### src/rtl/irq_pkg.sv
package irq_pkg;
  localparam int unsigned PRIO_W   = 8;
  localparam int unsigned ID_W     = 9;
  localparam int unsigned BUS_AW   = 12;
  localparam int unsigned VEC_BASE = 16;

  typedef enum logic [3:0] {
    SEL_NONE, SEL_TYPE, SEL_STAT, SEL_TRIG,
    SEL_ENSET, SEL_ENCLR, SEL_PDSET, SEL_PDCLR,
    SEL_ACT, SEL_PRIO
  } sel_kind_e;

  typedef struct packed {
    sel_kind_e  kind;
    logic [5:0] idx;
  } reg_sel_t;

  typedef struct packed {
    logic              valid;
    logic [ID_W-1:0]   id;
    logic [PRIO_W-1:0] prio;
  } winner_t;
endpackage

### src/rtl/irq_addr_dec.sv
module irq_addr_dec
  import irq_pkg::*;
#(
  parameter int unsigned NUM_LINES = 64
) (
  input  logic [BUS_AW-1:0] addr,
  output reg_sel_t          sel
);
  localparam int unsigned NUM_WORDS  = NUM_LINES / 32;
  localparam int unsigned PRIO_WORDS = NUM_LINES / 4;
  localparam logic [4:0]  NW_L       = 5'(NUM_WORDS);
  localparam logic [6:0]  PW_L       = 7'(PRIO_WORDS);

  logic word_ok;
  logic prio_ok;

  always_comb begin
    word_ok  = ({1'b0, addr[5:2]} < NW_L);
    prio_ok  = ({1'b0, addr[7:2]} < PW_L);
    sel.kind = SEL_NONE;
    sel.idx  = addr[7:2];
    if (addr[1:0] == 2'b00) begin
      unique case (addr[11:8])
        4'h0: begin
          unique case (addr[7:2])
            6'd0:    sel.kind = SEL_TYPE;
            6'd1:    sel.kind = SEL_STAT;
            6'd2:    sel.kind = SEL_TRIG;
            default: sel.kind = SEL_NONE;
          endcase
        end
        4'h1: begin
          sel.idx = {2'b00, addr[5:2]};
          if (word_ok) begin
            unique case (addr[7:6])
              2'd0: sel.kind = SEL_ENSET;
              2'd1: sel.kind = SEL_ENCLR;
              2'd2: sel.kind = SEL_PDSET;
              2'd3: sel.kind = SEL_PDCLR;
            endcase
          end
        end
        4'h2: begin
          sel.idx = {2'b00, addr[5:2]};
          if (word_ok && addr[7:6] == 2'b00) sel.kind = SEL_ACT;
        end
        4'h3: begin
          if (prio_ok) sel.kind = SEL_PRIO;
        end
        default: sel.kind = SEL_NONE;
      endcase
    end
  end
endmodule

### src/rtl/irq_arbiter.sv
module irq_arbiter
  import irq_pkg::*;
#(
  parameter int unsigned NUM_LINES = 64
) (
  input  logic [NUM_LINES-1:0]        cand,
  input  logic [NUM_LINES*PRIO_W-1:0] prio_flat,
  output winner_t                     win
);
  always_comb begin
    win = '0;
    for (int i = 0; i < NUM_LINES; i++) begin
      if (cand[i] && (!win.valid || prio_flat[i*PRIO_W +: PRIO_W] < win.prio)) begin
        win.valid = 1'b1;
        win.id    = ID_W'(i);
        win.prio  = prio_flat[i*PRIO_W +: PRIO_W];
      end
    end
  end
endmodule

### src/rtl/irq_state_bank.sv
module irq_state_bank
  import irq_pkg::*;
#(
  parameter int unsigned NUM_LINES = 64
) (
  input  logic                        clk,
  input  logic                        rst_n,
  input  logic [NUM_LINES-1:0]        en_set,
  input  logic [NUM_LINES-1:0]        en_clr,
  input  logic [NUM_LINES-1:0]        pd_set,
  input  logic [NUM_LINES-1:0]        pd_clr,
  input  logic [NUM_LINES-1:0]        req,
  input  logic                        trig_valid,
  input  logic [ID_W-1:0]             trig_id,
  input  logic                        ack,
  input  winner_t                     win,
  input  logic                        done,
  input  logic [ID_W-1:0]             done_id,
  input  logic [NUM_LINES/4-1:0]      prio_word_we,
  input  logic [31:0]                 wdata,
  output logic [NUM_LINES-1:0]        en,
  output logic [NUM_LINES-1:0]        pend,
  output logic [NUM_LINES-1:0]        act,
  output logic [NUM_LINES*PRIO_W-1:0] prio_flat
);
  localparam int unsigned PRIO_WORDS = NUM_LINES / 4;
  localparam logic [ID_W:0] NL_L     = (ID_W+1)'(NUM_LINES);

  logic [NUM_LINES-1:0] en_q, en_d;
  logic [NUM_LINES-1:0] pend_q, pend_d;
  logic [NUM_LINES-1:0] act_q, act_d;
  logic [NUM_LINES-1:0] req_q;
  logic [NUM_LINES-1:0] rise;
  logic [NUM_LINES-1:0] trig_mask, ack_mask, done_mask;
  logic                 ack_ok, done_ok;

  always_comb begin
    ack_ok  = ack && win.valid;
    done_ok = done && ({1'b0, done_id} < NL_L);
    for (int i = 0; i < NUM_LINES; i++) begin
      trig_mask[i] = trig_valid && (trig_id == ID_W'(i));
      ack_mask[i]  = ack_ok && (win.id == ID_W'(i));
      done_mask[i] = done_ok && (done_id == ID_W'(i));
    end
    rise   = req & ~req_q;
    en_d   = (en_q | en_set) & ~en_clr;
    pend_d = (pend_q | pd_set | (rise & en_q) | trig_mask) & ~pd_clr & ~ack_mask;
    act_d  = (act_q & ~done_mask) | ack_mask;
  end

  always_ff @(posedge clk or negedge rst_n) begin
    if (!rst_n) begin
      en_q   <= '0;
      pend_q <= '0;
      act_q  <= '0;
      req_q  <= '0;
    end else begin
      en_q   <= en_d;
      pend_q <= pend_d;
      act_q  <= act_d;
      req_q  <= req;
    end
  end

  for (genvar k = 0; k < PRIO_WORDS; k++) begin : g_prio_word
    for (genvar b = 0; b < 4; b++) begin : g_prio_byte
      logic [PRIO_W-1:0] p_q, p_d;
      always_comb begin
        p_d = p_q;
        if (prio_word_we[k]) p_d = wdata[b*8 +: 8];
      end
      always_ff @(posedge clk or negedge rst_n) begin
        if (!rst_n) p_q <= '0;
        else        p_q <= p_d;
      end
      assign prio_flat[(4*k+b)*PRIO_W +: PRIO_W] = p_q;
    end
  end

  assign en   = en_q;
  assign pend = pend_q;
  assign act  = act_q;

  // a set bit without a matching clear leaves the enable bit at 1
  p_enable_set_r2: assert property (@(posedge clk) disable iff (!rst_n)
    (|(en_set & ~en_clr)) |=> ((en_q & $past(en_set & ~en_clr)) == $past(en_set & ~en_clr)));

  // a clear write leaves every addressed pending bit at 0
  p_pend_clear_r3: assert property (@(posedge clk) disable iff (!rst_n)
    (|pd_clr) |=> ((pend_q & $past(pd_clr)) == '0));

  // the acknowledged winner becomes active and stops pending
  p_ack_moves_r8: assert property (@(posedge clk) disable iff (!rst_n)
    (ack && win.valid) |=> (act_q[$past(win.id)] && !pend_q[$past(win.id)]));

  // completion clears active unless the same line is acknowledged again
  p_done_clears_r9: assert property (@(posedge clk) disable iff (!rst_n)
    (done_ok && !(ack_ok && win.id == done_id)) |=> !act_q[$past(done_id)]);
endmodule

### src/rtl/irq_regif.sv
module irq_regif
  import irq_pkg::*;
#(
  parameter int unsigned NUM_LINES = 64
) (
  input  logic                        clk,
  input  logic                        rst_n,
  input  logic [BUS_AW-1:0]           addr,
  input  logic [31:0]                 wdata,
  input  logic                        wr,
  input  logic                        rd,
  output logic [31:0]                 rdata,
  input  logic [NUM_LINES-1:0]        en,
  input  logic [NUM_LINES-1:0]        pend,
  input  logic [NUM_LINES-1:0]        act,
  input  logic [NUM_LINES*PRIO_W-1:0] prio_flat,
  input  logic                        pend_valid,
  input  logic [ID_W-1:0]             pend_id,
  input  logic                        act_valid,
  input  logic [ID_W-1:0]             act_id,
  input  logic [PRIO_W-1:0]           act_prio,
  output logic [NUM_LINES-1:0]        en_set,
  output logic [NUM_LINES-1:0]        en_clr,
  output logic [NUM_LINES-1:0]        pd_set,
  output logic [NUM_LINES-1:0]        pd_clr,
  output logic                        trig_valid,
  output logic [ID_W-1:0]             trig_id,
  output logic [NUM_LINES/4-1:0]      prio_word_we
);
  localparam int unsigned NUM_WORDS  = NUM_LINES / 32;
  localparam int unsigned PRIO_WORDS = NUM_LINES / 4;
  localparam logic [ID_W:0] NL_L     = (ID_W+1)'(NUM_LINES);
  localparam logic [NUM_LINES-1:0] ONE_L = {{(NUM_LINES-1){1'b0}}, 1'b1};

  reg_sel_t    sel;
  logic [31:0] rd_mux, rdata_d, rdata_q, stat_word;
  logic        single_act;

  irq_addr_dec #(.NUM_LINES(NUM_LINES)) u_dec (
    .addr (addr),
    .sel  (sel)
  );

  for (genvar w = 0; w < NUM_WORDS; w++) begin : g_mask_word
    logic hit;
    assign hit = wr && (sel.idx == 6'(w));
    assign en_set[w*32 +: 32] = (hit && sel.kind == SEL_ENSET) ? wdata : 32'h0;
    assign en_clr[w*32 +: 32] = (hit && sel.kind == SEL_ENCLR) ? wdata : 32'h0;
    assign pd_set[w*32 +: 32] = (hit && sel.kind == SEL_PDSET) ? wdata : 32'h0;
    assign pd_clr[w*32 +: 32] = (hit && sel.kind == SEL_PDCLR) ? wdata : 32'h0;
  end

  for (genvar k = 0; k < PRIO_WORDS; k++) begin : g_prio_we
    assign prio_word_we[k] = wr && sel.kind == SEL_PRIO && (sel.idx == 6'(k));
  end

  assign trig_id    = wdata[ID_W-1:0];
  assign trig_valid = wr && sel.kind == SEL_TRIG && ({1'b0, wdata[ID_W-1:0]} < NL_L);

  always_comb begin
    single_act          = ((act & (act - ONE_L)) == '0);
    stat_word           = '0;
    stat_word[9:0]      = pend_valid ? (10'(pend_id) + 10'(VEC_BASE)) : 10'd0;
    stat_word[10]       = pend_valid;
    stat_word[20:12]    = act_valid ? (act_id + ID_W'(VEC_BASE)) : '0;
    stat_word[21]       = single_act;
    stat_word[31:24]    = act_valid ? act_prio : '0;
  end

  always_comb begin
    rd_mux = '0;
    unique case (sel.kind)
      SEL_TYPE: rd_mux[4:0] = 5'(NUM_WORDS - 1);
      SEL_STAT: rd_mux = stat_word;
      SEL_ENSET, SEL_ENCLR: begin
        for (int w = 0; w < NUM_WORDS; w++)
          if (sel.idx == 6'(w)) rd_mux = en[w*32 +: 32];
      end
      SEL_PDSET, SEL_PDCLR: begin
        for (int w = 0; w < NUM_WORDS; w++)
          if (sel.idx == 6'(w)) rd_mux = pend[w*32 +: 32];
      end
      SEL_ACT: begin
        for (int w = 0; w < NUM_WORDS; w++)
          if (sel.idx == 6'(w)) rd_mux = act[w*32 +: 32];
      end
      SEL_PRIO: begin
        for (int k = 0; k < PRIO_WORDS; k++)
          if (sel.idx == 6'(k)) rd_mux = prio_flat[k*32 +: 32];
      end
      default: rd_mux = '0;
    endcase
    rdata_d = rd ? rd_mux : rdata_q;
  end

  always_ff @(posedge clk or negedge rst_n) begin
    if (!rst_n) rdata_q <= '0;
    else        rdata_q <= rdata_d;
  end

  assign rdata = rdata_q;

  // an access that decodes to nothing returns zero next cycle
  p_rd_unmapped_r13: assert property (@(posedge clk) disable iff (!rst_n)
    (rd && sel.kind == SEL_NONE) |=> (rdata_q == '0));
endmodule

### src/rtl/irq_prio_ctrl.sv
module irq_prio_ctrl
  import irq_pkg::*;
#(
  parameter int unsigned NUM_LINES = 64
) (
  input  logic                 clk,
  input  logic                 rst_n,
  input  logic [11:0]          bus_addr,
  input  logic [31:0]          bus_wdata,
  input  logic                 bus_wr,
  input  logic                 bus_rd,
  output logic [31:0]          bus_rdata,
  input  logic [NUM_LINES-1:0] irq_req,
  input  logic                 irq_ack,
  input  logic                 irq_done,
  input  logic [8:0]           irq_done_id,
  output logic                 irq_valid,
  output logic [8:0]           irq_id,
  output logic [7:0]           irq_prio
);
  logic [1:0]                  rst_sync_q, rst_sync_d;
  logic                        rst_core_n;
  logic [NUM_LINES-1:0]        en, pend, act;
  logic [NUM_LINES-1:0]        en_set, en_clr, pd_set, pd_clr;
  logic [NUM_LINES*PRIO_W-1:0] prio_flat;
  logic [NUM_LINES/4-1:0]      prio_word_we;
  logic                        trig_valid;
  logic [ID_W-1:0]             trig_id;
  winner_t                     pwin, awin;

  assign rst_sync_d = {rst_sync_q[0], 1'b1};
  always_ff @(posedge clk or negedge rst_n) begin
    if (!rst_n) rst_sync_q <= 2'b00;
    else        rst_sync_q <= rst_sync_d;
  end
  assign rst_core_n = rst_sync_q[1];

  irq_regif #(.NUM_LINES(NUM_LINES)) u_regif (
    .clk          (clk),
    .rst_n        (rst_core_n),
    .addr         (bus_addr),
    .wdata        (bus_wdata),
    .wr           (bus_wr),
    .rd           (bus_rd),
    .rdata        (bus_rdata),
    .en           (en),
    .pend         (pend),
    .act          (act),
    .prio_flat    (prio_flat),
    .pend_valid   (pwin.valid),
    .pend_id      (pwin.id),
    .act_valid    (awin.valid),
    .act_id       (awin.id),
    .act_prio     (awin.prio),
    .en_set       (en_set),
    .en_clr       (en_clr),
    .pd_set       (pd_set),
    .pd_clr       (pd_clr),
    .trig_valid   (trig_valid),
    .trig_id      (trig_id),
    .prio_word_we (prio_word_we)
  );

  irq_state_bank #(.NUM_LINES(NUM_LINES)) u_bank (
    .clk          (clk),
    .rst_n        (rst_core_n),
    .en_set       (en_set),
    .en_clr       (en_clr),
    .pd_set       (pd_set),
    .pd_clr       (pd_clr),
    .req          (irq_req),
    .trig_valid   (trig_valid),
    .trig_id      (trig_id),
    .ack          (irq_ack),
    .win          (pwin),
    .done         (irq_done),
    .done_id      (irq_done_id),
    .prio_word_we (prio_word_we),
    .wdata        (bus_wdata),
    .en           (en),
    .pend         (pend),
    .act          (act),
    .prio_flat    (prio_flat)
  );

  irq_arbiter #(.NUM_LINES(NUM_LINES)) u_arb_pend (
    .cand      (pend & en),
    .prio_flat (prio_flat),
    .win       (pwin)
  );

  irq_arbiter #(.NUM_LINES(NUM_LINES)) u_arb_act (
    .cand      (act),
    .prio_flat (prio_flat),
    .win       (awin)
  );

  assign irq_valid = pwin.valid;
  assign irq_id    = pwin.id;
  assign irq_prio  = pwin.prio;

  // the presented line is always both pending and enabled
  p_winner_qualified_r7: assert property (@(posedge clk) disable iff (!rst_core_n)
    irq_valid |-> (en[irq_id] && pend[irq_id]));

  // no winner is presented while nothing is pending and enabled
  p_no_spurious_r6: assert property (@(posedge clk) disable iff (!rst_core_n)
    ((pend & en) == '0) |-> !irq_valid);
endmodule

### config.mk
export PLATFORM = sky130hd
export DESIGN_NAME = irq_prio_ctrl
export DESIGN_NICKNAME = d
export VERILOG_FILES = /design/src/rtl/irq_pkg.sv /design/src/rtl/irq_addr_dec.sv /design/src/rtl/irq_arbiter.sv /design/src/rtl/irq_state_bank.sv /design/src/rtl/irq_regif.sv /design/src/rtl/irq_prio_ctrl.sv
export SDC_FILE = /design/constraint.sdc
export NUM_CORES = 2
export LEC_CHECK = 0
export ABC_AREA = 1
export BUFFER_PORTS_ARGS = -buffer_cell sky130_fd_sc_hd__buf_2
export CAP_MARGIN = 20
export CORE_ASPECT_RATIO = 1.75
export CORE_UTILIZATION = 40
export CTS_CLUSTER_SIZE = 10
export DETAILED_ROUTE_END_ITERATION = 8
export PLACE_DENSITY = 0.61
export SLEW_MARGIN = 40
export SYNTH_ARGS = -nofsm -noshare
export SYNTH_HDL_FRONTEND = slang
export SYNTH_SLANG_ARGS = --single-unit
### constraint.sdc
create_clock -name clk -period 99.9 [get_ports clk]
set_input_delay 19.98 -clock clk [delete_from_list [all_inputs] [get_ports clk]]
set_output_delay 19.98 -clock clk [all_outputs]
set_load 0.005 [all_outputs]
# --- After elaboration in Yosys (flattened, before gate mapping) ---
# Cells that the tools add are included.
word_totals:
  ff_bits: 802
  elab_cells: 1227
  output_inout_bits: 50
  in_bits: 123
op_classes:
  magnitude_cmp: 130
  bitwise: 18
  mux: 171
  eq_ne: 221
  n_addsub: 3
  reduce_logical: 614
op_table:
  columns: ["operator", "count"]
  rows:
  - ["18-bit 2-to-1 mux", 128]
  - ["8-bit less-than comparator", 126]
  - ["32-bit 2-to-1 mux", 30]
  - ["9-bit by 6-bit equality test with 1-bit output (second input constant)", 96]
  - ["64-bit bitwise AND", 8]
  - ["9-bit by 5-bit equality test with 1-bit output (second input constant)", 48]
  - ["1-bit logical AND", 350]
  - ["64-bit NOT", 5]
  - ["64-bit bitwise OR", 5]
  - ["9-bit by 4-bit equality test with 1-bit output (second input constant)", 24]
  - ["27-bit one-hot mux with 5 select lines", 1]
  - ["1-bit logical NOT", 126]
  - ["1-bit logical OR", 126]
  - ["9-bit by 3-bit equality test with 1-bit output (second input constant)", 12]
  - ["64-bit logical NOT", 1]
  - ["64-bit by 1-bit subtractor with 64-bit output (second input constant)", 1]
  - ["9-bit by 2-bit equality test with 1-bit output (second input constant)", 6]
  - ["6-bit by 4-bit equality test with 1-bit output (second input constant)", 8]
  - ["4-bit one-hot mux with 4 select lines", 2]
  - ["5-bit one-hot mux with 6 select lines", 1]
  - ["9-bit by 1-bit equality test with 1-bit output (second input constant)", 3]
  - ["9-bit logical NOT", 3]
  - ["6-bit by 3-bit equality test with 1-bit output (second input constant)", 4]
  - ["10-bit 2-to-1 mux", 2]
  - ["22 further kinds", 41]

# --- Longest topological paths before layout ---
depth:
  ltp_word: 258
  ltp_mapped: 768
  ltp_nobuf: 702

# --- By module ---
# From an unflattened synthesis, not the netlist that was laid out.
unflattened:
  hier_cells: 12134
  area_unflattened_um2: 81662.1
by_module_without_submodules:
  columns: ["mod", "cells_each", "instances", "area_each_um2", "seq_area_each_um2"]
  rows:
  - ["irq_state_bank", 2451, 1, 30065.1, 19218.4]
  - ["irq_arbiter at u_arb_pend", 3655, 1, 20051.7, 0.0]
  - ["irq_arbiter at u_arb_act", 3644, 1, 19997.9, 0.0]
  - ["irq_regif", 2203, 1, 10766.6, 800.8]
  - ["irq_prio_ctrl", 131, 1, 534.3, 50.0]
  - ["irq_addr_dec", 50, 1, 246.5, 0.0]

# --- Worst setup path before layout ---
# Ideal clock, no wire load.
synth_path:
  path_kind: "register to output"
  startpoint: "register u_bank.en_q[0], in the netlist u_bank.en[0]"
  endpoint: "output irq_prio[0]"
  required_time_ps: 79920
  path_stages_with_launch: 632
  path_slack_ps: 4324
  n_path_buf: 65
  t_arrival_ps: 75596
  cell_sequence: "dfrtp_1 -> nand2_1 -> bufinv_16 -> nand2_1 -> ha_1 -> inv_2 -> o31a_2 -> nand2_1 -> nand2_2 -> nand2_4 -> buf_6 -> nand2_1 -> o21ai_0 -> ha_1 -> a21oi_1 -> nor2_1 -> a211oi_1 -> nand2_1 -> [596 not listed] -> nor2_1 -> a211oi_1 -> nand2_1 -> nand2_2 -> nand2_4 -> buf_6 -> o21ai_0 -> ha_1 -> nand2_1 -> nor2_1 -> a211oi_1 -> nand2_1 -> nand2_2 -> nand2_4 -> buf_12 -> buf_8 -> buf_8 -> o21ai_1"
synth_via:
  elab_chain_len: 254
  elab_cells_between_ends: 317
  classes_between: "order compare (63); mux (64); bitwise (1); reduce/logical (189)"
synth_lines:
  columns: ["item", "line", "rtl"]
  rows:
  - ["from (decl)", "irq_state_bank.sv:29", "logic [NUM_LINES-1:0] en_q, en_d;"]
  - ["from (signal assigned)", "irq_state_bank.sv:58", "en_q <= en_d;"]
  - ["64-bit bitwise AND (*)", "irq_prio_ctrl.sv:87", ".cand (pend & en),"]
  - ["18-bit 2-to-1 mux (*)", "irq_arbiter.sv:13", "if (cand[i] && (!win.valid || prio_flat[i*PRIO_W +: PRIO_W] < win.prio)) begin"]
  - ["8-bit less-than comparator / 1-bit logical NOT (equally long branches)", "irq_arbiter.sv:13", null]
  - ["1-bit logical OR", "irq_arbiter.sv:13", null]
  - ["1-bit logical AND", "irq_arbiter.sv:13", null]
  - ["18-bit 2-to-1 mux (*)", "irq_arbiter.sv:13", null]
  - ["8-bit less-than comparator / 1-bit logical NOT (equally long branches)", "irq_arbiter.sv:13", null]
  - ["1-bit logical OR", "irq_arbiter.sv:13", null]
  - ["[238 not listed]", null, null]
  - ["8-bit less-than comparator / 1-bit logical NOT (equally long branches)", "irq_arbiter.sv:13", null]
  - ["1-bit logical OR", "irq_arbiter.sv:13", null]
  - ["1-bit logical AND", "irq_arbiter.sv:13", null]
  - ["18-bit 2-to-1 mux (*)", "irq_arbiter.sv:13", null]
  - ["8-bit less-than comparator / 1-bit logical NOT (equally long branches)", "irq_arbiter.sv:13", null]
  - ["1-bit logical OR", "irq_arbiter.sv:13", null]
  - ["1-bit logical AND", "irq_arbiter.sv:13", null]
  - ["18-bit 2-to-1 mux (*)", "irq_arbiter.sv:13", null]
  - ["to (decl)", "irq_prio_ctrl.sv:19", "output logic [7:0] irq_prio"]
# Mark *: on every way between the ends. The rest lies on a longest branch, timed or not.

# --- Worst setup path in the final report ---
layout_path:
  startpoint: "register u_bank.en_q[0], in the netlist u_bank.en[0]"
  endpoint: "output irq_id[0]"
layout_via:
  elab_chain_len: 254
  elab_cells_between_ends: 317
  classes_between: "order compare (63); mux (64); bitwise (1); reduce/logical (189)"
layout_lines:
  columns: ["item", "line", "rtl"]
  rows:
  - ["64-bit bitwise AND (*)", "irq_prio_ctrl.sv:87", null]
  - ["18-bit 2-to-1 mux (*)", "irq_arbiter.sv:13", null]
  - ["8-bit less-than comparator / 1-bit logical NOT (equally long branches)", "irq_arbiter.sv:13", null]
  - ["1-bit logical OR", "irq_arbiter.sv:13", null]
  - ["1-bit logical AND", "irq_arbiter.sv:13", null]
  - ["18-bit 2-to-1 mux (*)", "irq_arbiter.sv:13", null]
  - ["8-bit less-than comparator / 1-bit logical NOT (equally long branches)", "irq_arbiter.sv:13", null]
  - ["1-bit logical OR", "irq_arbiter.sv:13", null]
  - ["[238 not listed]", null, null]
  - ["8-bit less-than comparator / 1-bit logical NOT (equally long branches)", "irq_arbiter.sv:13", null]
  - ["1-bit logical OR", "irq_arbiter.sv:13", null]
  - ["1-bit logical AND", "irq_arbiter.sv:13", null]
  - ["18-bit 2-to-1 mux (*)", "irq_arbiter.sv:13", null]
  - ["8-bit less-than comparator / 1-bit logical NOT (equally long branches)", "irq_arbiter.sv:13", null]
  - ["1-bit logical OR", "irq_arbiter.sv:13", null]
  - ["1-bit logical AND", "irq_arbiter.sv:13", null]
  - ["18-bit 2-to-1 mux (*)", "irq_arbiter.sv:13", null]
  - ["to (decl)", "irq_prio_ctrl.sv:18", "output logic [8:0] irq_id,"]
# Marks and branches as above.

==> reports/qor.csv <==
metric,value,unit
run_status,finished clean,
synth-edff-count,0,
drt-total-wl,428000,um
async_reset_ff_share,100,%
start_kind,flip-flop,
dieArea,187000,um2
required,79.92,ns
port_buffers,169,
yosys.area.top_type,dfrtp_1,
ys_top_cells_by_area,"dfrtp_1 27%, nand2_1 19%, ha_1 13%",
dr_total_vias,86665,
crit_path_start,u_bank.en[0],
syn_inst,11177,
finalNetCount,12986,
dpl_cell_area,83900,um2
fin_crit_sh,93.8,%
power_density,9.42,nW/um2
drtPass1Iterations,8,
final_cells,14622,
drc_errors,0,
pin_count,173,
root_buffer,clkbuf_16,
syn_to_final_growth,19.4,%
grt_first_pass_wirelength,592000,um
fin_skew,0.0633,ns
worst_slew_pin_slew,1.01,ns
worst_setup_path_end_kind,output port,
fin_crit,93.70,ns
slew_viol_final,0,
worst_path_largest_cell_delay,0.37,ns
grt.overflow.total,0,
maxSlewHeadroom,31.7,%
hpwl,333000,um
cts.sinks,802,
ys_types,72,
floorplan.initialDensity,40.3,%
power_leakage,50.1,nW
finalSetupViolations,0,
postRouteAntennaNets,0,
rr_worst_depth,636,
fin_area,88600,um2
ys_seq_elements,802,
crit_path_top_delay_cell,dfrtp_1,
gr-usage-all-layers,44.6,%
critPathMaxFanout,17,
yosys_most_used_dff,dfrtp_1,
coreArea,184000,um2
cts-buffers-inserted,96,
synth_warnings,0,
num_rows,208,
seq_area_frac_synth,27.0,%
r2r-end,u_regif.rdata[12],
final_util,48.2,%
htree_levels,3,
arrival,73.72,ns
die_height,572,um
synth.top_cell.area_share,27.0,%
mostFrequentLayoutCells,"3696 x nand2_1, 1180 x o21ai_0, 1016 x buf_4",
grt_pass1_vias,80889,
reg2reg_setup_slack,6.44,ns
worstHoldPathType,flip-flop to asynchronous set/reset pin,
ir_drop,0.0140,mV
syn_avg_cell_area,6.64,um2
final_common_cell,nand2_1,
postCtsHoldBufs,0,
setup_slack,6.20,ns
syn_area,74200,um2
holdWs,0.325,ns
fp.dieW,328,um
routabilityCongestion,1.09,
hold_violations,0,
timing.rr.start,u_bank.act[0],
path_class,flip-flop to output port,
viasPerCell,5.93,
first_iter_violations,9290,
wl_per_cell,29.3,um
maxClockFrequency,10.7,MHz
path_common_cell,nand2_1,
cts_tree,yes,
maxCapViolCount,0,
p_total,0.835,mW
drive_gt1_share,16.9,%
place_ws,-1.74,ns
grt_max_degree,142,
clk_pin_slew_worst_paths,0.06,ns
finalSetupTns,0,ns
cts_buffer_depth,3,
clkLatencyLatePin,0.77,ns
crit_end,irq_id[0],
dp.cells,14346,
antenna_found_initial,94,
sequential cells by signal (all words and copies together), names as in the netlist:
register / count
u_bank.req_q: 64
u_bank.en: 64
u_regif.rdata: 32
u_bank.g_prio_word.g_prio_byte.p_q: 512
u_bank.pend: 64
rst_sync_q: 2
u_bank.act: 64
cell usage after synthesis (50+ instances only):
| master | number |
|---|---|
| nand2_1 | 3751 |
| nor2_1 | 728 |
| nand3_1 | 633 |
| dfrtp_1 | 802 |
| o21ai_0 | 1531 |
| o21bai_1 | 56 |
| ha_1 | 777 |
| a221oi_1 | 94 |
| clkbuf_1 | 267 |
| a21oi_1 | 445 |
| nand2_4 | 66 |
| inv_1 | 1000 |
| nand2_2 | 180 |
| a211oi_1 | 131 |
| o211ai_1 | 50 |
| o22ai_1 | 98 |
cell type report:
| type | instances | area [um2] |
|---|---|---|
| repair buffers | 1232 | 9150 |
| clock buffers | 116 | 2560 |
| multi-input cells | 8903 | 49300 |
| inverters | 1051 | 4030 |
| clock inverters | 19 | 231 |
| diodes | 84 | 210 |
| flip-flops and latches | 802 | 20100 |
| well taps | 2415 | 3020 |
| fillers | 19061 | 95400 |
repair_timing:
item / 4_1_cts / 5_1_grt
gates cloned: 0 / 17
buffers inserted: 0 / 30
resized for setup: 80 / 498
endpoints found under the hold margin: 0 / 0
pin swaps: 0 / 65
setup endpoints to repair: 14 / 29
per-layer routing:
layer	share of wire (%)	wire (um)	global-route usage [%]
met5	0.035	149	0
met4	13	54000	48.0
met3	8.7	37400	10.5
met2	45	194000	71.4
met1	33	142000	46.2
how the worst min path moves through the flow:
stage,slack [ns],cells after the start,endpoint,start
after floorplan,0.33,0,rst_sync_q[1],rst_sync_q[0]
after global placement,0.33,0,u_regif.rdata[13],rst_sync_q[1]
after detailed placement,0.33,0,u_regif.rdata[13],rst_sync_q[1]
after CTS,0.34,0,u_regif.rdata[21],rst_sync_q[1]
after global routing,0.36,0,u_regif.rdata[13],rst_sync_q[1]
final,0.33,0,u_regif.rdata[13],rst_sync_q[1]
cells by family (layout without fill, tap and decap cells):
kind of cell	count (synthesis)	in the layout	synth area share (%)
fa+ha+maj	778	778	13.1
compound gates	2588	2588	19.8
buf+inv	1491	2418	8.91
simple gates	5516	5533	31.2
flops	802	802	27.0
other cells	2	88	0.0101
report_power, final:
group / internal [mW] / leakage, nW / switching, mW
Combinational: 0.0509 / 38.0 / 0.110
Sequential: 0.327 / 10.8 / 0.00140
Clock: 0.185 / 1.37 / 0.162
Total: 0.562 / 50.1 / 0.272
critical path, delay by kind of cell (launching register included):
family	cells	cell delay (ns)
AND/OR/NAND/NOR	326	27.64
AO/OA/AOI/OAI	165	22.77
adder cells (fa/ha/maj)	63	18.88
buffers and inverters	31	3.16
flip-flops	1	0.37
Note: power is estimated with default switching activity, not from simulation.
